<file path="src/rtl/acc_alu_pkg.sv">
package acc_alu_pkg;
  localparam int DW      = 8;
  localparam int IW      = 12;
  localparam int NIB     = DW / 2;
  localparam int HI_W    = DW - NIB;
  localparam int OPLO    = 6;
  localparam int DEST    = 5;
  localparam int C_BIT   = 0;
  localparam int DC_BIT  = 1;
  localparam int Z_BIT   = 2;
  localparam int FLAG_W  = 3;
  localparam int FIXED_W = DW - FLAG_W;

  typedef enum logic [4:0] {
    OP_NONE, OP_MOVWF, OP_CLR, OP_SUB, OP_DEC, OP_IOR, OP_AND, OP_XOR,
    OP_ADD, OP_MOV, OP_COM, OP_INC, OP_DECSZ, OP_RRF, OP_RLF, OP_SWAP,
    OP_INCSZ, OP_MOVL
  } op_e;

  typedef struct packed {
    op_e  op;
    logic wr_en;
    logic to_file;
    logic use_lit;
    logic upd_c;
    logic upd_dc;
    logic upd_z;
    logic may_skip;
  } ctl_t;

  // {carry out of top bit, carry out of low nibble, sum}
  function automatic logic [DW+1:0] add_carries(input logic [DW-1:0] a,
                                                input logic [DW-1:0] b,
                                                input logic          cin);
    logic [NIB:0]  lo;
    logic [HI_W:0] hi;
    lo = {1'b0, a[NIB-1:0]} + {1'b0, b[NIB-1:0]} + {{NIB{1'b0}}, cin};
    hi = {1'b0, a[DW-1:NIB]} + {1'b0, b[DW-1:NIB]} + {{HI_W{1'b0}}, lo[NIB]};
    return {hi[HI_W], lo[NIB], hi[HI_W-1:0], lo[NIB-1:0]};
  endfunction

  function automatic logic [DW-1:0] swap_nibbles(input logic [DW-1:0] x);
    return {x[NIB-1:0], x[DW-1:NIB]};
  endfunction

  // {carry out, rotated value}
  function automatic logic [DW:0] rot_right(input logic [DW-1:0] x, input logic c);
    return {x[0], c, x[DW-1:1]};
  endfunction

  function automatic logic [DW:0] rot_left(input logic [DW-1:0] x, input logic c);
    return {x[DW-1], x[DW-2:0], c};
  endfunction
endpackage

</file>
<file path="src/rtl/acc_alu_decode.sv">
module acc_alu_decode
  import acc_alu_pkg::*;
(
  input  logic [IW-1:0] instr,
  output ctl_t          ctl
);
  logic       is_lit;
  logic       is_file;
  logic       dest;
  logic [3:0] sub_op;

  assign is_lit  = (instr[IW-1:IW-2] == 2'b11);
  assign is_file = (instr[IW-1:IW-2] == 2'b00);
  assign dest    = instr[DEST];
  assign sub_op  = instr[OPLO+3:OPLO];

  always_comb begin
    ctl    = '0;
    ctl.op = OP_NONE;
    if (is_lit) begin
      ctl.wr_en   = 1'b1;
      ctl.use_lit = 1'b1;
      unique case (instr[IW-3:IW-4])
        2'b00: ctl.op = OP_MOVL;
        2'b01: begin ctl.op = OP_IOR; ctl.upd_z = 1'b1; end
        2'b10: begin ctl.op = OP_AND; ctl.upd_z = 1'b1; end
        default: begin ctl.op = OP_XOR; ctl.upd_z = 1'b1; end
      endcase
    end else if (is_file) begin
      ctl.wr_en   = 1'b1;
      ctl.to_file = dest;
      unique case (sub_op)
        4'd0: begin
          ctl.op      = dest ? OP_MOVWF : OP_NONE;
          ctl.wr_en   = dest;
        end
        4'd1:  begin ctl.op = OP_CLR;   ctl.upd_z = 1'b1; end
        4'd2:  begin ctl.op = OP_SUB;   ctl.upd_c = 1'b1; ctl.upd_dc = 1'b1; ctl.upd_z = 1'b1; end
        4'd3:  begin ctl.op = OP_DEC;   ctl.upd_z = 1'b1; end
        4'd4:  begin ctl.op = OP_IOR;   ctl.upd_z = 1'b1; end
        4'd5:  begin ctl.op = OP_AND;   ctl.upd_z = 1'b1; end
        4'd6:  begin ctl.op = OP_XOR;   ctl.upd_z = 1'b1; end
        4'd7:  begin ctl.op = OP_ADD;   ctl.upd_c = 1'b1; ctl.upd_dc = 1'b1; ctl.upd_z = 1'b1; end
        4'd8:  begin ctl.op = OP_MOV;   ctl.upd_z = 1'b1; end
        4'd9:  begin ctl.op = OP_COM;   ctl.upd_z = 1'b1; end
        4'd10: begin ctl.op = OP_INC;   ctl.upd_z = 1'b1; end
        4'd11: begin ctl.op = OP_DECSZ; ctl.may_skip = 1'b1; end
        4'd12: begin ctl.op = OP_RRF;   ctl.upd_c = 1'b1; end
        4'd13: begin ctl.op = OP_RLF;   ctl.upd_c = 1'b1; end
        4'd14: ctl.op = OP_SWAP;
        default: begin ctl.op = OP_INCSZ; ctl.may_skip = 1'b1; end
      endcase
    end
  end

  always_comb begin
    // digit carry is only ever updated together with carry
    if (ctl.upd_dc) a_r2_dc_with_c: assert (ctl.upd_c && ctl.upd_z)
      else $error("digit carry update without carry/zero");
    // skip forms touch no flag
    if (ctl.may_skip) a_r7_skip_no_flags: assert (!ctl.upd_c && !ctl.upd_dc && !ctl.upd_z)
      else $error("skip form updates a flag");
    // undecoded words request nothing
    if (!is_lit && !is_file) a_r11_undecoded_idle:
      assert (!ctl.wr_en && !ctl.upd_c && !ctl.upd_dc && !ctl.upd_z && !ctl.may_skip)
      else $error("undecoded word requests action");
  end
endmodule

</file>
<file path="src/rtl/acc_alu_arith.sv">
module acc_alu_arith
  import acc_alu_pkg::*;
(
  input  op_e           op,
  input  logic [DW-1:0] w,
  input  logic [DW-1:0] f,
  output logic [DW-1:0] sum,
  output logic          c_out,
  output logic          dc_out,
  output logic          is_arith
);
  logic [DW-1:0] b_sel;
  logic          cin;
  logic [DW+1:0] packed_sum;

  always_comb begin
    b_sel    = '0;
    cin      = 1'b0;
    is_arith = 1'b1;
    unique case (op)
      OP_ADD:            begin b_sel = w;  cin = 1'b0; end
      OP_SUB:            begin b_sel = ~w; cin = 1'b1; end
      OP_INC, OP_INCSZ:  begin b_sel = '0; cin = 1'b1; end
      OP_DEC, OP_DECSZ:  begin b_sel = '1; cin = 1'b0; end
      default:           is_arith = 1'b0;
    endcase
  end

  assign packed_sum = add_carries(f, b_sel, cin);
  assign c_out      = packed_sum[DW+1];
  assign dc_out     = packed_sum[DW];
  assign sum        = packed_sum[DW-1:0];

  always_comb begin
    // carry set means no borrow
    if (op == OP_SUB) a_r3_no_borrow: assert (c_out == (f >= w))
      else $error("subtract carry disagrees with f>=W");
    // carry set means the true sum exceeds the byte
    if (op == OP_ADD) a_r2_add_overflow: assert (c_out == ((32'(f) + 32'(w)) > 32'(2**DW - 1)))
      else $error("add carry disagrees with overflow");
  end
endmodule

</file>
<file path="src/rtl/acc_alu_logic.sv">
module acc_alu_logic
  import acc_alu_pkg::*;
(
  input  op_e           op,
  input  logic [DW-1:0] w,
  input  logic [DW-1:0] x,
  input  logic          c_in,
  output logic [DW-1:0] res,
  output logic          c_rot
);
  logic [DW:0] rr;
  logic [DW:0] rl;

  assign rr = rot_right(x, c_in);
  assign rl = rot_left(x, c_in);

  always_comb begin
    res   = '0;
    c_rot = c_in;
    unique case (op)
      OP_MOVWF:        res = w;
      OP_CLR:          res = '0;
      OP_IOR:          res = w | x;
      OP_AND:          res = w & x;
      OP_XOR:          res = w ^ x;
      OP_MOV, OP_MOVL: res = x;
      OP_COM:          res = ~x;
      OP_RRF:          begin res = rr[DW-1:0]; c_rot = rr[DW]; end
      OP_RLF:          begin res = rl[DW-1:0]; c_rot = rl[DW]; end
      OP_SWAP:         res = swap_nibbles(x);
      default:         res = '0;
    endcase
  end

  always_comb begin
    // rotating right then reading back recovers the operand
    if (op == OP_RRF) a_r5_rrf_lossless: assert ({res, c_rot} == {c_in, x})
      else $error("rotate right lost a bit");
    if (op == OP_RLF) a_r5_rlf_lossless: assert ({c_rot, res} == {x, c_in})
      else $error("rotate left lost a bit");
    // swapping twice returns the operand
    if (op == OP_SWAP) a_r6_swap_involution: assert (swap_nibbles(res) == x)
      else $error("swap not an involution");
  end
endmodule

</file>
<file path="src/rtl/acc_alu.sv">
module acc_alu
  import acc_alu_pkg::*;
(
  input  logic [11:0] instr,
  input  logic [7:0]  w_in,
  input  logic [7:0]  f_in,
  input  logic [7:0]  status_in,
  output logic [7:0]  result,
  output logic        wr_w,
  output logic        wr_f,
  output logic [7:0]  status_out,
  output logic        skip
);
  ctl_t          ctl;
  logic [DW-1:0] operand;
  logic [DW-1:0] ar_sum;
  logic          ar_c;
  logic          ar_dc;
  logic          ar_sel;
  logic [DW-1:0] lg_res;
  logic          lg_c;
  logic          res_zero;
  logic          c_next;
  logic          dc_next;
  logic          z_next;
  logic          is_rot;

  acc_alu_decode u_decode (
    .instr (instr),
    .ctl   (ctl)
  );

  assign operand = ctl.use_lit ? instr[DW-1:0] : f_in;

  acc_alu_arith u_arith (
    .op       (ctl.op),
    .w        (w_in),
    .f        (f_in),
    .sum      (ar_sum),
    .c_out    (ar_c),
    .dc_out   (ar_dc),
    .is_arith (ar_sel)
  );

  acc_alu_logic u_logic (
    .op    (ctl.op),
    .w     (w_in),
    .x     (operand),
    .c_in  (status_in[C_BIT]),
    .res   (lg_res),
    .c_rot (lg_c)
  );

  assign result   = ar_sel ? ar_sum : lg_res;
  assign res_zero = (result == '0);
  assign is_rot   = (ctl.op == OP_RRF) || (ctl.op == OP_RLF);

  assign c_next  = !ctl.upd_c  ? status_in[C_BIT]  : (is_rot ? lg_c : ar_c);
  assign dc_next = ctl.upd_dc ? ar_dc    : status_in[DC_BIT];
  assign z_next  = ctl.upd_z  ? res_zero : status_in[Z_BIT];

  assign status_out = {{FIXED_W{1'b1}}, z_next, dc_next, c_next};
  assign wr_w       = ctl.wr_en & ~ctl.to_file;
  assign wr_f       = ctl.wr_en &  ctl.to_file;
  assign skip       = ctl.may_skip & res_zero;

  always_comb begin
    a_r1_single_dest: assert (!(wr_w && wr_f))
      else $error("both destinations written");
    a_r10_fixed_ones: assert (&status_out[DW-1:FLAG_W])
      else $error("fixed status bits not one");
    if (instr[11:10] == 2'b11) a_r8_literal_to_w: assert (wr_w && !wr_f)
      else $error("literal result not sent to W");
    if (skip) a_r7_skip_on_zero: assert (result == '0 && status_out[FLAG_W-1:0] == status_in[FLAG_W-1:0])
      else $error("skip with nonzero result or flag change");
    if (is_rot) a_r5_rot_keeps_dc_z:
      assert (status_out[Z_BIT:DC_BIT] == status_in[Z_BIT:DC_BIT])
      else $error("rotate touched digit carry or zero");
    if (instr[11:10] == 2'b01 || instr[11:10] == 2'b10) a_r11_undecoded_quiet:
      assert (!wr_w && !wr_f && !skip && status_out[FLAG_W-1:0] == status_in[FLAG_W-1:0])
      else $error("undecoded word had an effect");
  end
endmodule

</file>
<file path="config.mk">
export PLATFORM = sky130hd
export DESIGN_NAME = acc_alu
export DESIGN_NICKNAME = d
export VERILOG_FILES = /design/src/rtl/acc_alu_pkg.sv /design/src/rtl/acc_alu_decode.sv /design/src/rtl/acc_alu_arith.sv /design/src/rtl/acc_alu_logic.sv /design/src/rtl/acc_alu.sv
export SDC_FILE = /design/constraint.sdc
export NUM_CORES = 1
export LEC_CHECK = 0
export BUFFER_PORTS_ARGS = -buffer_cell sky130_fd_sc_hd__buf_2
export CORE_MARGIN = 2
export CORE_UTILIZATION = 50
export DETAILED_ROUTE_END_ITERATION = 6
export PLACE_DENSITY = 0.81
export SYNTH_ARGS = -nofsm -noshare
export SYNTH_HDL_FRONTEND = slang
export SYNTH_HIERARCHICAL = 1
export SYNTH_SLANG_ARGS = --single-unit
</file>
<file path="constraint.sdc">
create_clock -name vclk -period 6.1
set_clock_uncertainty 0.05 [all_clocks]
set_input_delay 0.61 -clock vclk [all_inputs]
set_output_delay 0.61 -clock vclk [all_outputs]
set_load 0.1 [all_outputs]
</file>
Word level (Yosys, flattened, before mapping). Index checks and enable logic that the tools add are counted.

Bits of input ports: 36. Output and inout bits: 19. Bits in registers: 0. Logic and storage cells: 87.

Bitwise operators: 9. Equal/unequal tests: 33. Multiplexer cells: 28. Reductions and logical operators: 13. $add $sub $neg: 4.

Operators by type and width (number): $pmux 5 s15 (1); $pmux 8 s9 (1); $eq 5x4->1 const B (8); $eq 4x4->1 const B (7); $pmux 8 s3 (1); $eq 5x3->1 const B (4); $mux 1 (17); $eq 4x3->1 const B (4); $mux 8 (2); $not 8->8 (2); $pmux 5 s3 (1); $reduce_or 14->1 (1); $add 4x4->5 (2); $add 5x1->5 (2); $eq 5x5->1 const B (2); $reduce_or 10->1 (1); $and 8x8->8 (1); $eq 4x2->1 const B (2); $logic_not 8->1 (1); $or 8x8->8 (1); $xor 8x8->8 (1); $mux 7 (1); $mux 6 (1); $reduce_or 2->1 (3); 16 further kinds (20).

Longest topological paths before layout. Gate-level depths: netlist of the first run.

Depth after elaboration: 13. Mapped depth: 20. Depth with buffers taken out: 17.

By module. The synthesis of the first run kept the hierarchy.

Modules (own cells, without submodules): acc_alu_logic (area an instance 1033.5 um^2, sequential area each 0.0 um^2, cells an instance 139, times used 1); acc_alu_arith (area an instance 480.5 um^2, sequential area each 0.0 um^2, cells an instance 59, times used 1); acc_alu (area an instance 401.6 um^2, sequential area each 0.0 um^2, cells an instance 48, times used 1); acc_alu_decode (area an instance 249.0 um^2, sequential area each 0.0 um^2, cells an instance 41, times used 1).

Least setup slack after synthesis of the first run. Ideal clock, no wire load.

Path kind: input -> output. From: in instr[11]. To: out skip. Buffers on the path: 2. Data arrival time: 6.128 ns. Slack: -0.688 ns. Stages on the path: 16. Required time: 5.440 ns. Cell sequence: or2_2 buf_2 o22ai_1 or2_1 buf_4 o22a_1 nor2_1 fa_1 fa_1 a21o_1 a21o_1 fa_1 fa_1 or4b_1 o22a_1 nor3b_2.

RTL lines: from (decl) (RTL line acc_alu.sv:4) `input logic [11:0] instr,`; to (decl) (RTL line acc_alu.sv:12) `output logic skip`.

==> results of run 1 <==
[report_power, final]
part	switching, mW	internal (mW)
combinational	0.257	0.123
sequential	0	0
clock	0	0
total	0.257	0.123
[routing by layer]
metal  part of all wire [%]  GRT usage (%)  up-vias
met5                      0              0        -
met4                    1.1          4.487        0
met3                    5.5          1.744        8
met2                     48          41.06       91
met1                     45          34.17     1088
li1                       -              -     1107
[how the worst min path moves through the flow]
stage / cells past startpoint / slack, ns / end
final: 4 / 1.56 / status_out[2]
after global placement: 4 / 1.56 / status_out[2]
after CTS: 4 / 1.57 / status_out[2]
after floorplan: 3 / 1.49 / status_out[2]
after global routing: 4 / 1.60 / status_out[2]
after detailed placement: 4 / 1.56 / status_out[2]
[cell usage in the layout, fill, tap and decap left out, types with 4 or more instances in the layout]
master	instances
a221oi_1	4
nor2_1	28
nand4_1	4
nor3_1	6
nand2_1	16
buf_4	10
nor2b_1	6
a21oi_1	19
mux2_2	17
mux2i_1	12
conb_1	5
a22oi_1	4
buf_2	40
nand3_1	5
ha_1	22
buf_12	5
nand2b_1	4
a21o_1	6
xor2_1	4
xnor2_1	5
o22a_1	9
inv_1	20
[cells by family (layout without fill, tap and decap cells)]
kind of cell / Yosys count / count (layout) / share of synthesized area [%]
AOI/OAI and AO/OA: 72 / 72 / 23.70
adders and majority gates: 26 / 26 / 16.42
muxes: 30 / 30 / 15.09
other: 1 / 5 / 0.1732
and+or+nand+nor: 101 / 101 / 27.92
xor gates and xnor gates: 9 / 9 / 3.641
buffers and inverters: 48 / 75 / 13.06
[cell type report]
cell class	count	share of cell area, %
Timing Repair Buffer	55	15.31
Multi-Input combinational cell	243	79.07
Inverter	20	3.063
Tap cell	50	2.552
[critical path: stages]
cell     delay, ns
buf_2         0.11
or2_2         0.39
o21ai_0       0.22
a221o_1       0.22
buf_4         0.35
a21oi_2       0.09
fa_2          0.36
fa_2          0.36
a21o_1        0.18
a21o_1        0.20
fa_2          0.38
fa_1          0.45
or4b_1        0.52
o22a_1        0.27
o31ai_2       0.28
buf_12        0.22
[per-stage QoR]
step	util, %	cells
floorplan	-	291
global placement	59.71	368
detailed placement	59.71	368
CTS	59.71	368
global route	59.98	368
finish	59.98	368
==> results_dict.tcl, run 1 <==
set metrics [dict create \
    vias_per_cell 6.234 \
    routed_wirelength_microns 6128 \
    clock_buffers 0 \
    hold_viol 0 \
    synth_commonest_cells "nor2_1 (29), ha_1 (22), inv_1 (20)" \
    cts_resized 0 \
    fin_nets 382 \
    endpoint "status_out[2]" \
    regArea_sq_um 0 \
    netlist_instances 287 \
    max_freq_mhz 170.0 \
    synth_area_leader_cell "ha_1" \
    io_buffers 45 \
    setup_violations 0 \
    synth_cell_types 65 \
    row_count 23 \
    power_uw 379.7 \
    rsz0062_at_grt "no" \
    period_share_pct 96.45 \
    synthTopCellsByArea "ha_1 (13%), mux2_2 (8.8%), mux2i_1 (5.5%), nor2_1 (5.0%), buf_4 (4.5%)" \
    grt_max_degree 34 \
    die-width_microns 69.80 \
    start_util_pct 52.97 \
    dpl_cell_area_sq_mm 0.002440 \
    wl_per_cell_microns 16.65 \
    maxCapViolCount 0 \
    die-area_sq_mm 0.004871 \
    crit_arrival_ns 5.22 \
    hp-start "status_in[2]" \
    critPathCaptureType "primary output" \
    cp_max_fo 33 \
    crit_type "in -> out" \
    antenna_found_initial 0 \
    worstPathRequired_ns 5.44 \
    pin_count 55 \
    syn-cell-area_sq_mm 0.002165 \
    grt_pass1_wl_microns 10150 \
    syn2layout_area_growth_pct 13.24 \
    syn_avg_cell_area_sq_um 7.542 \
    multiInputGateArea_sq_mm 0.001938 \
    yosys.area.top_type_share_pct 12.72 \
    setup_tns_ns 0 \
    first_iter_violations 198 \
    fillers 382 \
    drc 0 \
    power.leakage_nw 1.155 \
    cts-hold-fix-buffers 0 \
    max-slew-margin-rel_pct 62.99 \
    setup_slack_ns 0.2164 \
    grt_pass1_vias 2108 \
    core_sq_mm 0.004086 \
    design_area_sq_mm 0.002451 \
    seq_cells 0 \
    p_per_area_mw_per_mm2 154.9 \
    period_minus_slack_ns 5.884 \
    vias 2294 \
    hp-class "in -> out" \
    gp_congestion 0.9409 \
    drive_above_1_share_pct 29.87 \
    gr-total-overflow 0 \
    grtUsageTotal_pct 24.36 \
    ys.warnings.count 6 \
    n_antenna_cell 0 \
    hold_slack_ns 1.563 \
    synth-seq-area-share_pct 0 \
    drt_pre_antenna_iters 4 \
    cts_setup_buffers 0 \
    final_antenna_net_count 0 \
    tightest_slew_ns 0.5501 \
    post-synth-top-count-cell "nor2_1" \
    ir_drop_mv 0.1847 \
    final_max_slew_viol_count 0 \
    die_h_microns 69.80 \
    place_ws_ns 0.2030 \
    status "completed" \
    detailedPlacementHpwl_microns 4821 \
    critPathLaunchType "primary input" \
    startpoint "instr[11]" \
]
Note: power is estimated with default switching activity, not from simulation.
==> run 2, diff against run 1 <==
CAP_MARGIN = 0   (was unset)
CORE_ASPECT_RATIO = 0.6   (was unset)
RECOVER_POWER = 25   (was unset)
==> run 2 against run 1 <==
Fmax down 1.9%. Combinational power is 3% higher. Final area is 1.3% higher. Setup slack lost 0.12 ns. Count of clock-buffer cells in the layout unchanged. Via count is 2.7% higher. Die area is 0.35% higher. Power grew 2.9%. Global-route usage is 3.2 points higher.
==> results_dict.tcl, run 2 (synthesis gave the netlist of run 1 again) <==
set metrics [dict create \
    final_max_slew_viol_count 0 \
    setup_slack_ns 0.1001 \
    critPathCaptureType "primary output" \
    start_util_pct 52.23 \
    n_antenna_cell 0 \
    die_h_microns 54.97 \
    crit_type "in -> out" \
    power.leakage_nw 1.160 \
    fillers 399 \
    core_sq_mm 0.004144 \
    vias 2357 \
    clock_buffers 0 \
    antenna_found_initial 0 \
    tightest_slew_ns 1.157 \
    setup_violations 0 \
    syn2layout_area_growth_pct 14.74 \
    gp_congestion 1.012 \
    status "completed" \
    grt_max_degree 30 \
    layout_common_cells "buf_2 (38), nor2_1 (28), ha_1 (22)" \
    setup_tns_ns 0 \
    p_per_area_mw_per_mm2 157.3 \
    pin_count 55 \
    period_share_pct 98.36 \
    drive_above_1_share_pct 30.31 \
    place_ws_ns 0.07291 \
    hp-class "in -> out" \
    grt_pass1_wl_microns 10440 \
    hold_viol 0 \
    max-slew-margin-rel_pct 23.17 \
    grtUsageTotal_pct 27.60 \
    die-area_sq_mm 0.004889 \
    vias_per_cell 6.203 \
    detailedPlacementHpwl_microns 5212 \
    max_freq_mhz 166.7 \
    die-width_microns 88.94 \
    final_antenna_net_count 0 \
    maxCapViolCount 0 \
    critPathLaunchType "primary input" \
    regArea_sq_um 0 \
    cp_max_fo 8 \
    io_buffers 45 \
    gr-total-overflow 0 \
    power_uw 390.6 \
    crit_arrival_ns 5.34 \
    wl_per_cell_microns 17.08 \
    drt_pre_antenna_iters 4 \
    routed_wirelength_microns 6492 \
    cts-hold-fix-buffers 0 \
    grt_pass1_vias 2137 \
    worstPathRequired_ns 5.44 \
    ir_drop_mv 0.1952 \
    period_minus_slack_ns 6.000 \
    fin_nets 384 \
    row_count 18 \
    dpl_cell_area_sq_mm 0.002460 \
    seq_cells 0 \
    first_iter_violations 244 \
    design_area_sq_mm 0.002484 \
    final_common_cell "buf_2" \
    drc 0 \
]
[run 2: report_power, final]
| group | internal, mW | switching, mW | total [mW] |
|---|---|---|---|
| Combinational | 0.126 | 0.264 | 0.391 |
| Sequential | 0 | 0 | 0 |
| Clock | 0 | 0 | 0 |
[run 2: final timing paths]
check | start | endpoint | slack [ns] | cells after the start
setup / recovery | instr[11] | skip | 0.10 | 17
hold / removal | status_in[2] | status_out[2] | 1.56 | 4
[run 2: stage by stage]
| step | utilization (%) | hold slack [ns] | cells |
|---|---|---|---|
| floorplan | - | 1.495 | 291 |
| global placement | 59.36 | 1.546 | 379 |
| detailed placement | 59.36 | 1.562 | 379 |
| CTS | 59.36 | 1.562 | 379 |
| global route | 59.93 | 1.590 | 380 |
| finish | 59.93 | 1.564 | 380 |
[run 2: per-layer routing]
metal | global-route usage (%) | vias up | part of all wire (%)
met1 | 40.50 | 1101 | 46
met2 | 43.78 | 140 | 42
met4 | 3.980 | 0 | 0.69
li1 | - | 1108 | -
met5 | 0 | - | 0
met3 | 4.451 | 8 | 12
[run 2: worst max-delay path: stages]
cell and delay [ns]:
buf_2 0.11, or2_2 0.39, nor3_2 0.23, a221o_1 0.25
nand4bb_1 0.20, o22a_1 0.15, nor2_1 0.07, fa_2 0.39
fa_2 0.37, a21o_1 0.19, a21o_1 0.20, fa_2 0.41
fa_1 0.50, or4b_1 0.53, o22a_2 0.30, nor3b_4 0.24
buf_12 0.20
[run 2: timing repair]
action,in CTS,in global routing
resized for setup,0,5
setup endpoints to repair,0,2
buffers inserted,0,1
[run 2: cell type report]
cell class / instances / area [sq um] / share of cell area, %
Timing Repair Buffer: 57 / 391.6 / 15.77
Multi-Input combinational cell: 243 / 1942 / 78.19
Tap cell: 60 / 75.07 / 3.023
Inverter: 20 / 75.07 / 3.023
==> run 3, diff against run 2 <==
CORE_ASPECT_RATIO = unset   (was 0.6)
==> run 3 against run 2 <==
Via count decreased by 2.8%. Flip-flop and latch count unchanged. Final area decreased by 1.4%. Global-route usage decreased by 3.2 points. Final cell count decreased by 3.2%. Core utilization about the same. Critical path type unchanged. Critical endpoint is now status_out[2]. Largest cell class unchanged.
==> results_dict.tcl, run 3 (synthesis gave the netlist of run 1 again) <==
set metrics [dict create \
    crit_family "adder cells" \
    start_util_pct 52.97 \
    p_per_area_mw_per_mm2 155.0 \
    crit_arrival_ns 5.23 \
    layout_common_cells "buf_2 (38), nor2_1 (28), ha_1 (22)" \
    maxCapViolCount 0 \
    dpl_cell_area_sq_mm 0.002440 \
    grt_pass1_wl_microns 10150 \
    detailedPlacementHpwl_microns 4821 \
    vias 2292 \
    critPathLaunchType "primary input" \
    row_count 23 \
    ir_drop_mv 0.1846 \
    cp_max_fo 33 \
    crit_buf_inv 3 \
    tightest_slew_ns 1.156 \
    final_antenna_net_count 0 \
    setup_slack_ns 0.2118 \
    drc 0 \
    clock_buffers 0 \
    syn2layout_area_growth_pct 13.12 \
    rsz0062_at_grt "no" \
    crit_chain "buf_2 > or2_2 > o21ai_0 > a221o_1 > buf_4 > a21oi_2 > fa_2 > fa_2 > a21o_1 > a21o_1 > fa_2 > fa_1 > or4b_1 > o22a_1 > o31ai_2 > buf_12" \
    period_minus_slack_ns 5.888 \
    status "completed" \
    pin_count 55 \
    regArea_sq_um 0 \
    power.leakage_nw 1.146 \
    core_sq_mm 0.004086 \
    die-area_sq_mm 0.004871 \
    final_common_cell "buf_2" \
    io_buffers 45 \
    seq_cells 0 \
    wl_per_cell_microns 16.63 \
    max_freq_mhz 169.8 \
    grt_max_degree 34 \
    drt_pre_antenna_iters 5 \
    design_area_sq_mm 0.002449 \
    crit_top_cell "fa_2" \
    final_util_pct 59.92 \
    routed_wirelength_microns 6120 \
    max-slew-margin-rel_pct 23.24 \
    slowest_stage "or4b_1" \
    first_iter_violations 197 \
    period_share_pct 96.53 \
    hold_viol 0 \
    gr-total-overflow 0 \
    n_antenna_cell 0 \
    worstPathRequired_ns 5.44 \
    hp-class "in -> out" \
    power_uw 379.5 \
    critical_path_depth 16 \
    gp_congestion 0.9409 \
    die_h_microns 69.80 \
    startpoint "instr[11]" \
    hold_depth 4 \
    cpPeakStageDelay_ns 0.52 \
    fillers 384 \
    setup_tns_ns 0 \
    crit_type "in -> out" \
    setup_violations 0 \
    fin_nets 382 \
    grtUsageTotal_pct 24.36 \
    vias_per_cell 6.228 \
    multiInputGateArea_sq_mm 0.001938 \
    antenna_found_initial 0 \
    grt_pass1_vias 2108 \
    drive_above_1_share_pct 29.25 \
    die-width_microns 69.80 \
    cts-hold-fix-buffers 0 \
    final_max_slew_viol_count 0 \
    endpoint "status_out[2]" \
    critPathCaptureType "primary output" \
    place_ws_ns 0.2030 \
]
## run 3: cell type report
| class | count | area share (%) |
|---|---|---|
| inverters | 20 | 3.066 |
| multi-input cells | 243 | 79.15 |
| repair buffers | 55 | 15.23 |
| well taps | 50 | 2.555 |
## run 3: power by group
part | leakage [nW] | switching [mW] | internal, mW | total (mW)
combinational | 1.15 | 0.257 | 0.123 | 0.380
sequential | 0 | 0 | 0 | 0
clock | 0 | 0 | 0 | 0
## run 3: what timing repair did
action                     in CTS  in global routing
setup endpoints to repair       0                  2
gates resized for setup         0                  1
setup buffers                   0                  0
## run 3: per-stage QoR
stage                     cells  hold WS [ns]
after floorplan             291         1.495
after global placement      368         1.556
after detailed placement    368         1.558
after CTS                   368         1.571
after global routing        368         1.599
final                       368         1.563
## run 3: routing by layer
layer | wire length [microns] | up-vias | track usage, %
li1 | - | 1104 | -
met1 | 2777 | 1090 | 34.17
met2 | 2957 | 90 | 41.06
met3 | 317 | 8 | 1.744
met4 | 68 | 0 | 4.487
met5 | 0 | - | 0
## run 3: worst min path at each step
| stage | from | end | slack, ns |
|---|---|---|---|
| 6_report | status_in[2] | status_out[2] | 1.56 |
| 2_1_floorplan | status_in[2] | status_out[2] | 1.49 |
| 5_1_grt | status_in[2] | status_out[2] | 1.60 |
| 3_3_place_gp | status_in[2] | status_out[2] | 1.56 |
| 3_5_place_dp | status_in[2] | status_out[2] | 1.56 |
| 4_1_cts | status_in[2] | status_out[2] | 1.57 |
